### config.mk
export PLATFORM = sky130hd
export DESIGN_NAME = cascade_counter
export DESIGN_NICKNAME = d
export VERILOG_FILES = /design/src/rtl/cnt_pkg.sv /design/src/rtl/cnt_ctrl.sv /design/src/rtl/cnt_stage.sv /design/src/rtl/cascade_counter.sv
export SDC_FILE = /design/constraint.sdc
export NUM_CORES = 1
export LEC_CHECK = 0
export BUFFER_PORTS_ARGS = -buffer_cell sky130_fd_sc_hd__buf_2
export CAP_MARGIN = 25
export CELL_PAD_IN_SITES_DETAIL_PLACEMENT = 1
export CELL_PAD_IN_SITES_GLOBAL_PLACEMENT = 1
export CORE_MARGIN = 3
export CORE_UTILIZATION = 31
export CTS_CLUSTER_DIAMETER = 40
export DETAILED_ROUTE_END_ITERATION = 10
export PLACE_DENSITY_LB_ADDON = 0.1
export SLEW_MARGIN = 25
export SYNTH_ARGS = -nofsm -noshare
export SYNTH_HDL_FRONTEND = slang
export SYNTH_SLANG_ARGS = --single-unit
### constraint.sdc
create_clock -name clk -period 1.7 [get_ports clk]
set_input_delay 0.17 -clock clk [delete_from_list [all_inputs] [get_ports clk]]
set_output_delay 0.17 -clock clk [all_outputs]
set_load 0.02 [all_outputs]
### src/rtl/cnt_pkg.sv
// Shared definitions for the cascadable counter.
// Assumes slices of a fixed 4-bit width.
package cnt_pkg;
    localparam int SLICE_W = 4;

    // Action taken on a clock edge, listed from highest to lowest priority.
    typedef enum logic [1:0] {
        ACT_CLEAR = 2'd3,
        ACT_LOAD  = 2'd2,
        ACT_COUNT = 2'd1,
        ACT_HOLD  = 2'd0
    } act_t;
endpackage

### src/rtl/cnt_ctrl.sv
// Edge-action decoder.
// Turns the clear, load and enable levels into a single action.
// The priority is clear, then load, then count, then hold.
// Assumes all inputs are synchronous to the clock that uses the result.
module cnt_ctrl
    import cnt_pkg::*;
(
    input  logic clr_n,
    input  logic load_n,
    input  logic en_a,
    input  logic en_b,
    output act_t act
);
    // Purpose: pick the highest-priority action that is requested.
    always_comb begin
        if (!clr_n)
            act = ACT_CLEAR;
        else if (!load_n)
            act = ACT_LOAD;
        else if (en_a && en_b)
            act = ACT_COUNT;
        else
            act = ACT_HOLD;
    end
endmodule

### src/rtl/cnt_stage.sv
// One counter slice.
// Holds a register of width SW, applies the decoded edge action, and
// drives a carry that is high when the second enable is high and the
// slice is all ones.
// Assumes the second enable comes from the slice below, or from the
// block input for the lowest slice.
module cnt_stage
    import cnt_pkg::*;
#(
    parameter int SW = SLICE_W
) (
    input  logic          clk,
    input  logic          clr_n,
    input  logic          load_n,
    input  logic          en_a,
    input  logic          en_b,
    input  logic [SW-1:0] d,
    output logic [SW-1:0] q,
    output logic          carry
);
    act_t          act;
    logic [SW-1:0] q_r;

    cnt_ctrl u_ctrl (
        .clr_n  (clr_n),
        .load_n (load_n),
        .en_a   (en_a),
        .en_b   (en_b),
        .act    (act)
    );

    // Purpose: update the slice register on the rising edge.
    always_ff @(posedge clk) begin
        case (act)
            ACT_CLEAR: q_r <= '0;
            ACT_LOAD:  q_r <= d;
            ACT_COUNT: q_r <= q_r + 1'b1;
            default:   q_r <= q_r;
        endcase
    end

    // Purpose: the carry follows en_b with no register in the path.
    assign carry = en_b & (&q_r);
    assign q     = q_r;
endmodule

### src/rtl/cascade_counter.sv
// Top level: NUM_STAGES slices chained into one W-bit counter.
// cnt_en goes to every slice. chain_en goes only to the lowest slice.
// Each slice's carry becomes the second enable of the slice above it,
// and the carry of the highest slice drives rco.
// Assumes all inputs are synchronous to clk.
module cascade_counter
    import cnt_pkg::*;
#(
    parameter int NUM_STAGES = 2
) (
    input  logic                          clk,
    input  logic                          clr_n,
    input  logic                          load_n,
    input  logic                          cnt_en,
    input  logic                          chain_en,
    input  logic [NUM_STAGES*SLICE_W-1:0] din,
    output logic [NUM_STAGES*SLICE_W-1:0] q,
    output logic                          rco
);
    localparam int W = NUM_STAGES * SLICE_W;

    logic [NUM_STAGES-1:0] carry;
    logic [NUM_STAGES-1:0] t_chain;

    for (genvar k = 0; k < NUM_STAGES; k++) begin : g_stage
        // Purpose: pick the second enable for slice k.
        if (k == 0) begin : g_first
            assign t_chain[k] = chain_en;
        end else begin : g_next
            assign t_chain[k] = carry[k-1];
        end

        cnt_stage #(.SW(SLICE_W)) u_stage (
            .clk    (clk),
            .clr_n  (clr_n),
            .load_n (load_n),
            .en_a   (cnt_en),
            .en_b   (t_chain[k]),
            .d      (din[k*SLICE_W +: SLICE_W]),
            .q      (q[k*SLICE_W +: SLICE_W]),
            .carry  (carry[k])
        );
    end

    assign rco = carry[NUM_STAGES-1];

    // Purpose: the derived width must match the port width.
    initial begin
        if (W != $bits(q)) $display("cascade_counter: width mismatch");
    end
endmodule

# Word level (Yosys, flattened, before mapping)
# Index checks and enable logic that the tools add are counted.
[totals] regBits=8 in_bits=13 output_inout_bits=9 wordCells=26
[op_classes] add_sub_neg=2 n_eq_ne=6 mux=8 bitwise=2 reduce_logical=6
[ops] operator="$pmux W4 S3" n=2
[ops] operator="$add A4 B1 Y4 const B" n=2
[ops] operator="$eq A2 B2 Y1 const B" n=4
[ops] operator="$mux W2" n=4
[ops] operator="$reduce_and A4 Y1" n=2
[ops] operator="$reduce_bool A3 Y1" n=2
[ops] operator="$eq A2 B1 Y1 const B" n=2
[ops] operator="$and A1 B1 Y1" n=2
[ops] operator="$logic_and A1 B1 Y1" n=2
[ops] operator="$mux W1" n=2

# Depth between registers and ports, before layout
# Gate-level depths: netlist of run 1.
[depth] ltp_word=8 ltp_mapped=4 depth_no_buf=4

# Modules after synthesis
# A second synthesis of run 1 with hierarchy kept.
[unflattened] hier_cells=56 area_unflattened_um2=578.1
[by_module_without_submodules] mod="cnt_stage" instances=2 cells_per_inst=25 area_each_um2=276.5 seq_area_each_um2=120.1
[by_module_without_submodules] mod="cnt_ctrl" instances=2 cells_per_inst=3 area_each_um2=12.5 seq_area_each_um2=0.0

# Worst setup path after synthesis of run 1
# OpenSTA, ideal clock, no wires.
[synth_path] path_kind="register to register" startpoint="reg g_stage[0].u_stage.q_r[0]" endpoint="reg g_stage[1].u_stage.q_r[0] (enable)" setup_time_ps=345 arrival_time_ps=1183 required_ps=1355 setup_slack_ps=172 path_stages_with_launch=4 period_less_slack_ps=1528 path_cell_list="edfxtp_1 -> ha_1 -> nand3_1 -> o211ai_1"
[synth_via] elab_chain_cells=8 elab_cells_between_ends=10 classes_between="eq/ne: 3; mux: 3; bitwise: 1; reduce/logical: 3"
[synth_lines] element="start, declared" line_no="cnt_stage.sv:22" source="logic [SW-1:0] q_r;"
[synth_lines] element="start signal, assigned" line_no="cnt_stage.sv:37" source="ACT_COUNT: q_r <= q_r + 1'b1;"
[synth_lines] element="start signal, assigned" line_no="cnt_stage.sv:38" source="default: q_r <= q_r;"
[synth_lines] element="$reduce_and A4 Y1 (*)" line_no="cnt_stage.sv:43" source="assign carry = en_b & (&q_r);"
[synth_lines] element="$and A1 B1 Y1 (*)" line_no="cnt_stage.sv:43"
[synth_lines] element="$logic_and A1 B1 Y1 (*)" line_no="cnt_ctrl.sv:20" source="else if (en_a && en_b)"
[synth_lines] element="$mux W1 (*)" line_no="cnt_ctrl.sv:20"
[synth_lines] element="$mux W2 (*)" line_no="cnt_ctrl.sv:18" source="else if (!load_n)"
[synth_lines] element="$mux W2 (*)" line_no="cnt_ctrl.sv:16" source="if (!clr_n)"
[synth_lines] element="$eq A2 B2 Y1 or $eq A2 B1 Y1 (tied branches)" line_no="cnt_stage.sv:34" source="case (act)"
[synth_lines] element="$reduce_bool A3 Y1 (no line) (*)"
[synth_lines] element="end signal, assigned" line_no="cnt_stage.sv:37"
[synth_lines] element="end signal, assigned" line_no="cnt_stage.sv:38"
[synth_lines] element="end, declared" line_no="cnt_stage.sv:22"
# Mark *: on every way between the ends. The rest lies on a longest branch, timed or not.
# A chain may end at the register's enable or synchronous reset.

# Worst setup path after layout of run 1
# Same ends and word-level chain as after synthesis.

==> results_dict.tcl, run 1 <==
set metrics [dict create \
    status "completed" \
    fp.dieH_um 44.4 \
    drt-initial-drc-count 5 \
    layout_common_cells "buf_2 (21), edfxtp_1 (8), nand2_1 (6)" \
    final_common_cell "buf_2" \
    critical_path_required_ns 1.59 \
    wl_per_cell_um 14.3 \
    rr_startpoint "g_stage[0].u_stage.q[0]" \
    synth_seq_cells 8 \
    synth_mux_area_frac 0 \
    hold_path.class "in2reg" \
    grt_overflow 0 \
    largest_reg_flops 8 \
    gp_congestion 0.681 \
    yosys.area_share.simple 0.169 \
    area_delta_synth_final_pct 31.1 \
    antenna_left 0 \
    start_util 0.339 \
    grtUsageTotal 0.129 \
    cts-buffers-inserted 3 \
    worst_pin_slew_ns 0.421 \
    synthArstFlopShare 0 \
    vdd_drop_max_mv 0.265 \
    dp_hpwl_um 925 \
    clock-root-buffer "clkbuf_4" \
    nets 81 \
    seq_area_frac_synth 0.525 \
    period_minus_slack_ns 1.57 \
    worstPathMaxFanout 4 \
    drc_errors 0 \
    antenna_cells 0 \
    rsz0062_at_grt "false" \
    syn_avg_cell_area_um2 11.4 \
    tritoncts "built" \
    synth_top_family_by_area "simple AND/OR/NAND/NOR gates" \
    start_kind "flip-flop" \
    cp-endpoint "g_stage[1].u_stage.q[0]" \
    portBuffers 21 \
    hold_buffers 0 \
    power_density_nw_per_um2 797 \
    maxCapViolCount 0 \
    drive_gt1_frac 0.469 \
    num_vias 406 \
    postCtsSetupBuffers 0 \
    ctsLongestPathBuffers 2 \
    synth_ff_type "edfxtp_1" \
    setup_violations 0 \
    regArea_um2 240 \
    cts.repair.resized 0 \
    finish.utilization 0.445 \
    critPathArrivalTime_ns 1.46 \
    dr.pass1.iters 4 \
    grt_pass1_vias 386 \
    fin_crit_sh 0.921 \
    skew_ns 0.0133 \
    clk_pin_slew_worst_paths_ns 0.06 \
    r2r_cells 3 \
    antenna_found_initial 0 \
    setup_tns_ns 0 \
    cts.sinks 8 \
    timing.fmax_ghz 0.638 \
    crit_start "g_stage[0].u_stage.q[0]" \
    critPathCaptureType "flip-flop" \
    rows 13 \
    synth_adder_area_share 0.0546 \
    slew_headroom 0.718 \
    die_w_um 44.4 \
    synth_edf_count 8 \
    synth-compound-area-share 0.142 \
    synth.cell_area_um2 458 \
    fillerInstances 167 \
    multi_input_area_um2 203 \
    synth_fp_nets 55 \
    yosysWarningCount 0 \
    hold_viol 0 \
    cellLeakagePower_nw 0.274 \
    via_per_inst 5.14 \
    syn_inst 40 \
    insertion_delay_ns 0.25 \
    r2r_slack_ns 0.13 \
    grt_pass1_wl_mm 1.78 \
    cts.htree.levels 1 \
    coreArea_um2 1350 \
    ios 22 \
    worstReg2RegEnd "g_stage[1].u_stage.q[0]" \
    finalWirelength_mm 1.13 \
    criticalPathCategory "reg2reg" \
    synth.distinct_cells 17 \
    synth-xor-area-share 0.0765 \
    grt_max_degree 7 \
    final_max_slew_viol_count 0 \
    die_area_um2 1970 \
]
-- worst min path at each step --
stage / from / endpoint / slack [ns] / depth (start not counted)
floorplan: din[4] / g_stage[1].u_stage.q[0] / 0.36 / 2
global placement: din[1] / g_stage[0].u_stage.q[1] / 0.45 / 3
detailed placement: din[0] / g_stage[0].u_stage.q[0] / 0.45 / 3
global route: din[3] / g_stage[0].u_stage.q[3] / 0.21 / 3
CTS: din[0] / g_stage[0].u_stage.q[0] / 0.19 / 3
finish: din[0] / g_stage[0].u_stage.q[0] / 0.19 / 3
-- cell usage after synthesis, types with 2 or more instances --
library cell / n / area, um^2
xnor2_1: 2 / 17.5
edfxtp_1: 8 / 240
o21ai_0: 4 / 20.0
nand2_1: 6 / 22.5
nand3_1: 4 / 20.0
xor2_1: 2 / 17.5
a22o_2: 3 / 30.0
ha_1: 2 / 25.0
-- metal layers --
metal  GRT usage  wire length (um)  share of wire  vias up
met3      0.0407                74          0.066        0
met2       0.169               465           0.41       14
li1            -                 -              -      200
met4      0.0542                 0              0        0
met5           0                 0              0        -
met1       0.191               588           0.52      192
-- worst max-delay path: stages (launching register included) --
cell	delay [ns]
edfxtp_1	0.39
ha_1	0.21
nand3_1	0.18
o211ai_1	0.43
-- cell families after synthesis --
family | Yosys count
XOR/XNOR | 4
AND/OR/NAND/NOR | 15
AO/OA/AOI/OAI | 9
adder cells (fa/ha/maj) | 2
flip-flops | 8
buffers and inverters | 2
-- cell type report --
| cell class | count | area share |
|---|---|---|
| timing repair buffer | 22 | 0.188 |
| multi-input combinational | 30 | 0.337 |
| tap | 15 | 0.0313 |
| inverter | 1 | 0.00625 |
| clock buffer | 3 | 0.0375 |
| sequential | 8 | 0.400 |
-- per-stage QoR --
step                area, um^2  worst slack, ns  power [mW]  std cells  hold WS, ns
floorplan                  458            0.172       0.300         40        0.355
CTS                        601            0.115       0.481         79        0.194
global placement           578            0.235       0.340         76        0.451
global route               601          0.00476       0.501         79        0.213
finish                     601            0.134       0.479         79        0.190
detailed placement         578            0.136       0.341         76        0.453
-- power breakdown --
group / total (mW) / leakage, nW / switching [mW] / internal (mW)
sequential: 0.250 / 0.0889 / 0.0148 / 0.235
clock: 0.142 / 0.0138 / 0.0615 / 0.0806
combinational: 0.0868 / 0.171 / 0.0502 / 0.0366
total: 0.479 / 0.274 / 0.127 / 0.352
No activity file was read; power rests on OpenSTA's default activity.
==> inputs of run 2 (changes only) <==
--- a/config.mk
+++ b/config.mk
@@ -14,6 +14,7 @@
 export CTS_CLUSTER_DIAMETER = 40
 export DETAILED_ROUTE_END_ITERATION = 10
 export PLACE_DENSITY_LB_ADDON = 0.1
+export RECOVER_POWER = 25
 export SLEW_MARGIN = 25
 export SYNTH_ARGS = -nofsm -noshare
 export SYNTH_HDL_FRONTEND = slang
==> run 2 against run 1 <==
  * Critical endpoint unchanged
  * Setup slack got worse by 0.0074 ns
  * Final area decreased by 0.83%
  * Largest cell class unchanged
  * Fmax fell by 0.47%
  * Critical path type unchanged
  * Critical path depth did not move
==> results_dict.tcl, run 2 (synthesis gave the netlist of run 1 again) <==
set metrics [dict create \
    fillerInstances 168 \
    skew_ns 0.00973 \
    worst_path_max_delay_cell "o211ai_1" \
    tritoncts "built" \
    cts.htree.levels 1 \
    antenna_cells 0 \
    r2r_cells 3 \
    drt-initial-drc-count 5 \
    timing.fmax_ghz 0.635 \
    via_per_inst 5.13 \
    r2r_slack_ns 0.13 \
    critical_path_required_ns 1.59 \
    gp_congestion 0.681 \
    slew_headroom 0.718 \
    antenna_left 0 \
    min_to "g_stage[0].u_stage.q[0]" \
    area_delta_synth_final_pct 30.1 \
    setup_violations 0 \
    cts.sinks 8 \
    cts-buffers-inserted 3 \
    num_vias 405 \
    grt_pass1_wl_mm 1.78 \
    cp_top_family "compound AO/OA/AOI/OAI gates" \
    hold_path.class "in2reg" \
    worst_pin_slew_ns 0.421 \
    nets 81 \
    largest_reg_flops 8 \
    ctsLongestPathBuffers 2 \
    setup_tns_ns 0 \
    place_ws_ns 0.136 \
    final_max_slew_viol_count 0 \
    vdd_drop_max_mv 0.265 \
    holdPathStages 3 \
    ios 22 \
    multi_input_area_um2 203 \
    wl_met2_um 467 \
    start_util 0.339 \
    hold_buffers 0 \
    dr.pass1.iters 4 \
    maxCapViolCount 0 \
    rows 13 \
    fin_crit_sh 0.926 \
    critPathArrivalTime_ns 1.47 \
    worstPathMaxFanout 4 \
    cts.repair.resized 0 \
    clock-root-buffer "clkbuf_4" \
    wl_per_cell_um 14.1 \
    drive_gt1_frac 0.438 \
    min-delay-start "din[0]" \
    cp_num_buf_inv 0 \
    grt_max_degree 7 \
    cellLeakagePower_nw 0.267 \
    grtUsageTotal 0.129 \
    rsz0062_at_grt "false" \
    dp_hpwl_um 925 \
    die_area_um2 1970 \
    regArea_um2 240 \
    fp.dieH_um 44.4 \
    portBuffers 21 \
    met1_length_um 570 \
    grt_pass1_vias 386 \
    drc_errors 0 \
    start_kind "flip-flop" \
    worstReg2RegEnd "g_stage[1].u_stage.q[0]" \
    critPathCaptureType "flip-flop" \
    power_density_nw_per_um2 797 \
    status "completed" \
    layout_common_cells "buf_2 (20), edfxtp_1 (8), nand2_1 (6)" \
    setup_ws_ns 0.126 \
    crit_chain "ha_1 > nand3_1 > o211ai_1" \
    period_minus_slack_ns 1.57 \
    clk_pin_slew_worst_paths_ns 0.06 \
    insertion_delay_ns 0.25 \
    finalWirelength_mm 1.11 \
    grt_overflow 0 \
    hold_viol 0 \
    final_common_cell "buf_2" \
    final_area_um2 596 \
    max_stage_delay_ns 0.43 \
    dpl_cell_area_um2 578 \
    wl_met3_um 74 \
    postCtsSetupBuffers 0 \
    criticalPathCategory "reg2reg" \
    die_w_um 44.4 \
    maxUsedRoutingLayer "met3" \
    coreArea_um2 1350 \
    rr_startpoint "g_stage[0].u_stage.q[0]" \
    antenna_found_initial 0 \
]
## run 2: cell type report
cell class	instances	share of cell area
multi-input combinational	30	0.340
inverter	1	0.00630
tap	15	0.0315
timing repair buffer	22	0.181
clock buffer	3	0.0378
sequential	8	0.403
## run 2: stage by stage
| stage | total power, mW | util | hold WS [ns] | instances |
|---|---|---|---|---|
| 2_1_floorplan | 0.300 | - | 0.355 | 40 |
| 3_3_place_gp | 0.340 | 0.428 | 0.451 | 76 |
| 3_5_place_dp | 0.341 | 0.428 | 0.453 | 76 |
| 4_1_cts | 0.481 | 0.445 | 0.194 | 79 |
| 5_1_grt | 0.500 | 0.441 | 0.213 | 79 |
| 6_report | 0.475 | 0.441 | 0.198 | 79 |
## run 2: report_power, final
| group | total [mW] | internal [mW] | switching (mW) |
|---|---|---|---|
| Combinational | 0.0851 | 0.0352 | 0.0499 |
| Sequential | 0.250 | 0.235 | 0.0151 |
| Clock | 0.139 | 0.0804 | 0.0589 |
## run 2: worst max path at each step
stage,from,endpoint,slack [ns],cells after the start
after floorplan,g_stage[0].u_stage.q[0],g_stage[1].u_stage.q[0],0.17,3
after global placement,g_stage[0].u_stage.q[0],g_stage[1].u_stage.q[3],0.23,3
after detailed placement,g_stage[0].u_stage.q[0],g_stage[1].u_stage.q[0],0.14,3
after CTS,g_stage[0].u_stage.q[0],g_stage[1].u_stage.q[0],0.11,3
after global routing,g_stage[0].u_stage.q[0],g_stage[1].u_stage.q[3],0.005,3
final,g_stage[0].u_stage.q[0],g_stage[1].u_stage.q[0],0.13,3
## run 2: worst reg2reg max path, stage by stage (launching register included)
cell and delay, ns:
edfxtp_1 0.40, ha_1 0.21, nand3_1 0.18, o211ai_1 0.43
## run 2: per-layer routing
layer,GRT usage,vias to the layer above
li1,-,199
met3,0.0407,0
met1,0.191,192
met2,0.169,14
met4,0.0542,0
met5,0,-
==> inputs of run 3 (changes only) <==
--- a/config.mk
+++ b/config.mk
@@ -5,11 +5,13 @@
 export SDC_FILE = /design/constraint.sdc
 export NUM_CORES = 1
 export LEC_CHECK = 0
+export ABC_AREA = 1
+export ABC_CLOCK_PERIOD_IN_PS = 1700
 export BUFFER_PORTS_ARGS = -buffer_cell sky130_fd_sc_hd__buf_2
 export CAP_MARGIN = 25
 export CELL_PAD_IN_SITES_DETAIL_PLACEMENT = 1
 export CELL_PAD_IN_SITES_GLOBAL_PLACEMENT = 1
-export CORE_MARGIN = 3
+export CORE_MARGIN = 2
 export CORE_UTILIZATION = 31
 export CTS_CLUSTER_DIAMETER = 40
 export DETAILED_ROUTE_END_ITERATION = 10
==> run 3 against run 2 <==
  * Via count is 17% higher
  * Die area down 2.3%
  * Highest routed layer is now met4
  * Final cell count increased by 25%
  * Sequential power grew 2%
  * Final area is 7.4% higher
  * Sequential share of layout area fell by 2.8 points
==> results_dict.tcl, run 3 <==
set metrics [dict create \
    area_delta_synth_final_pct 29.4 \
    seq_area_frac_synth 0.486 \
    cts-buffers-inserted 3 \
    die_area_um2 1930 \
    start_util 0.328 \
    period_minus_slack_ns 1.56 \
    final_common_cell "nand2_1" \
    insertion_delay_ns 0.25 \
    fp.dieH_um 43.9 \
    tritoncts "built" \
    worstReg2RegEnd "g_stage[1].u_stage.q[3]" \
    die_w_um 43.9 \
    num_vias 474 \
    maxCapViolCount 0 \
    coreArea_um2 1510 \
    critPathArrivalTime_ns 1.39 \
    total_power_mw 0.487 \
    rsz0062_at_grt "false" \
    synth_edf_count 8 \
    synth_fp_nets 74 \
    ctsLongestPathBuffers 2 \
    synth.most_common_cell "nand2_1" \
    hold_viol 0 \
    clockPowerShare 0.288 \
    cellLeakagePower_nw 0.329 \
    r2r_cells 5 \
    synthArstFlopShare 0 \
    drive_gt1_frac 0.289 \
    skew_ns 0.00624 \
    start_kind "flip-flop" \
    finish.utilization 0.424 \
    dr.pass1.iters 4 \
    syn_avg_cell_area_um2 8.38 \
    portBuffers 21 \
    yosys-top-cells-count "nand2_1 (25), edfxtp_1 (8), nand3_1 (7), inv_1 (6), nand4_1 (3)" \
    largest_reg_flops 8 \
    nets 100 \
    synth_seq_cells 8 \
    power_density_nw_per_um2 761 \
    grt_max_degree 9 \
    timing.fmax_ghz 0.641 \
    antenna_found_initial 0 \
    via_per_inst 4.79 \
    yosysWarningCount 0 \
    grt_overflow 0 \
    final_max_slew_viol_count 0 \
    criticalPathCategory "reg2out" \
    gp_congestion 0.708 \
    antenna_cells 0 \
    p_comb_frac 0.188 \
    fillerInstances 204 \
    antenna_left 0 \
    holdPathStages 3 \
    p_switching_mw 0.136 \
    grt_pass1_vias 467 \
    drc_errors 0 \
    ios 22 \
    rr_startpoint "g_stage[0].u_stage.q[0]" \
    cts.sinks 8 \
    min-delay-start "din[3]" \
    critPathCaptureType "output port" \
    postCtsSetupBuffers 0 \
    yosys-top-cells-area "edfxtp_1 (49%), nand2_1 (19%), nand3_1 (7.1%), ha_1 (5.1%), inv_1 (4.6%)" \
    critical_path_required_ns 1.53 \
    syn_inst 59 \
    grtUsageTotal 0.149 \
    setup_violations 0 \
    switching_share 0.279 \
    synth_top_cell_area_share 0.486 \
    rows 14 \
    worstPathMaxFanout 5 \
    drt-initial-drc-count 11 \
    vdd_drop_max_mv 0.300 \
    synth.cell_area_um2 494 \
    worst_pin_slew_ns 0.283 \
    finalWirelength_mm 1.26 \
    min_to "g_stage[0].u_stage.q[3]" \
    synth_ff_type "edfxtp_1" \
    layout_common_cells "nand2_1 (25), buf_2 (19), edfxtp_1 (8)" \
    r2r_slack_ns 0.29 \
    synth.distinct_cells 13 \
    p_seq_frac 0.524 \
    hold_buffers 0 \
    clk_pin_slew_worst_paths_ns 0.05 \
    status "completed" \
    cts.repair.resized 0 \
    clock-root-buffer "clkbuf_4" \
    grt_pass1_wl_mm 2.07 \
    dp_hpwl_mm 1.01 \
    slew_headroom 0.811 \
    setup_tns_ns 0 \
    internal-power_mw 0.351 \
    hold_path.class "in2reg" \
    wl_per_cell_um 12.7 \
    synth_top_area_cell "edfxtp_1" \
    cts.htree.levels 1 \
    fin_crit_sh 0.918 \
]
run 3: logic make-up (layout without fill, tap and decap cells):
family | after synthesis | in the layout | synth area share
AO/OA/AOI/OAI | 2 | 2 | 0.0202
AND/OR/NAND/NOR | 39 | 39 | 0.362
flip-flops | 8 | 8 | 0.486
XOR/XNOR | 2 | 2 | 0.0354
buffers and inverters | 6 | 30 | 0.0456
adder cells (fa/ha/maj) | 2 | 2 | 0.0506
run 3: critical path, stage by stage (launching register included):
cell and delay (ns):
edfxtp_1 0.41, ha_1 0.22, nand3_1 0.17, nor2_1 0.17, buf_2 0.18
run 3: layer usage:
layer	vias to the layer above	wire length, um	global-route usage
met5	-	0	0
met3	2	113	0.0500
met2	20	554	0.221
met4	0	13	0.0545
li1	248	-	-
met1	204	577	0.201
run 3: how the worst max path moves through the flow:
stage / from / endpoint / slack (ns) / cells after the start
floorplan: g_stage[0].u_stage.q[0] / g_stage[1].u_stage.q[0] / 0.27 / 5
global placement: g_stage[0].u_stage.q[0] / g_stage[1].u_stage.q[0] / 0.35 / 5
detailed placement: g_stage[0].u_stage.q[0] / g_stage[1].u_stage.q[1] / 0.28 / 5
CTS: g_stage[0].u_stage.q[0] / rco / 0.12 / 4
global route: g_stage[0].u_stage.q[0] / rco / 0.03 / 4
finish: g_stage[0].u_stage.q[0] / rco / 0.14 / 4
run 3: power groups by stage:
stage	Sequential, mW	Combinational [mW]	Clock, mW
6_report	0.255	0.0915	0.140
5_1_grt	0.258	0.104	0.153
4_1_cts	0.255	0.0939	0.147
3_5_place_dp	0.259	0.0933	0
3_3_place_gp	0.258	0.0943	0
2_1_floorplan	0.275	0.0320	0
run 3: metrics by stage:
stage,instance area [um^2],worst slack [ns],cells,hold WS (ns)
after floorplan,494,0.266,59,0.356
after global placement,619,0.351,96,0.450
after detailed placement,619,0.280,96,0.447
after CTS,642,0.122,99,0.191
after global routing,639,0.0318,99,0.218
final,639,0.140,99,0.195
run 3: cell type report:
class                   count  area, um^2  share of cell area
repair buffers             21         103               0.160
well taps                  16        20.0              0.0313
inverters                   6        22.5              0.0352
multi-input cells          45         231               0.362
flip-flops and latches      8         240               0.376
clock buffers               3        22.5              0.0352
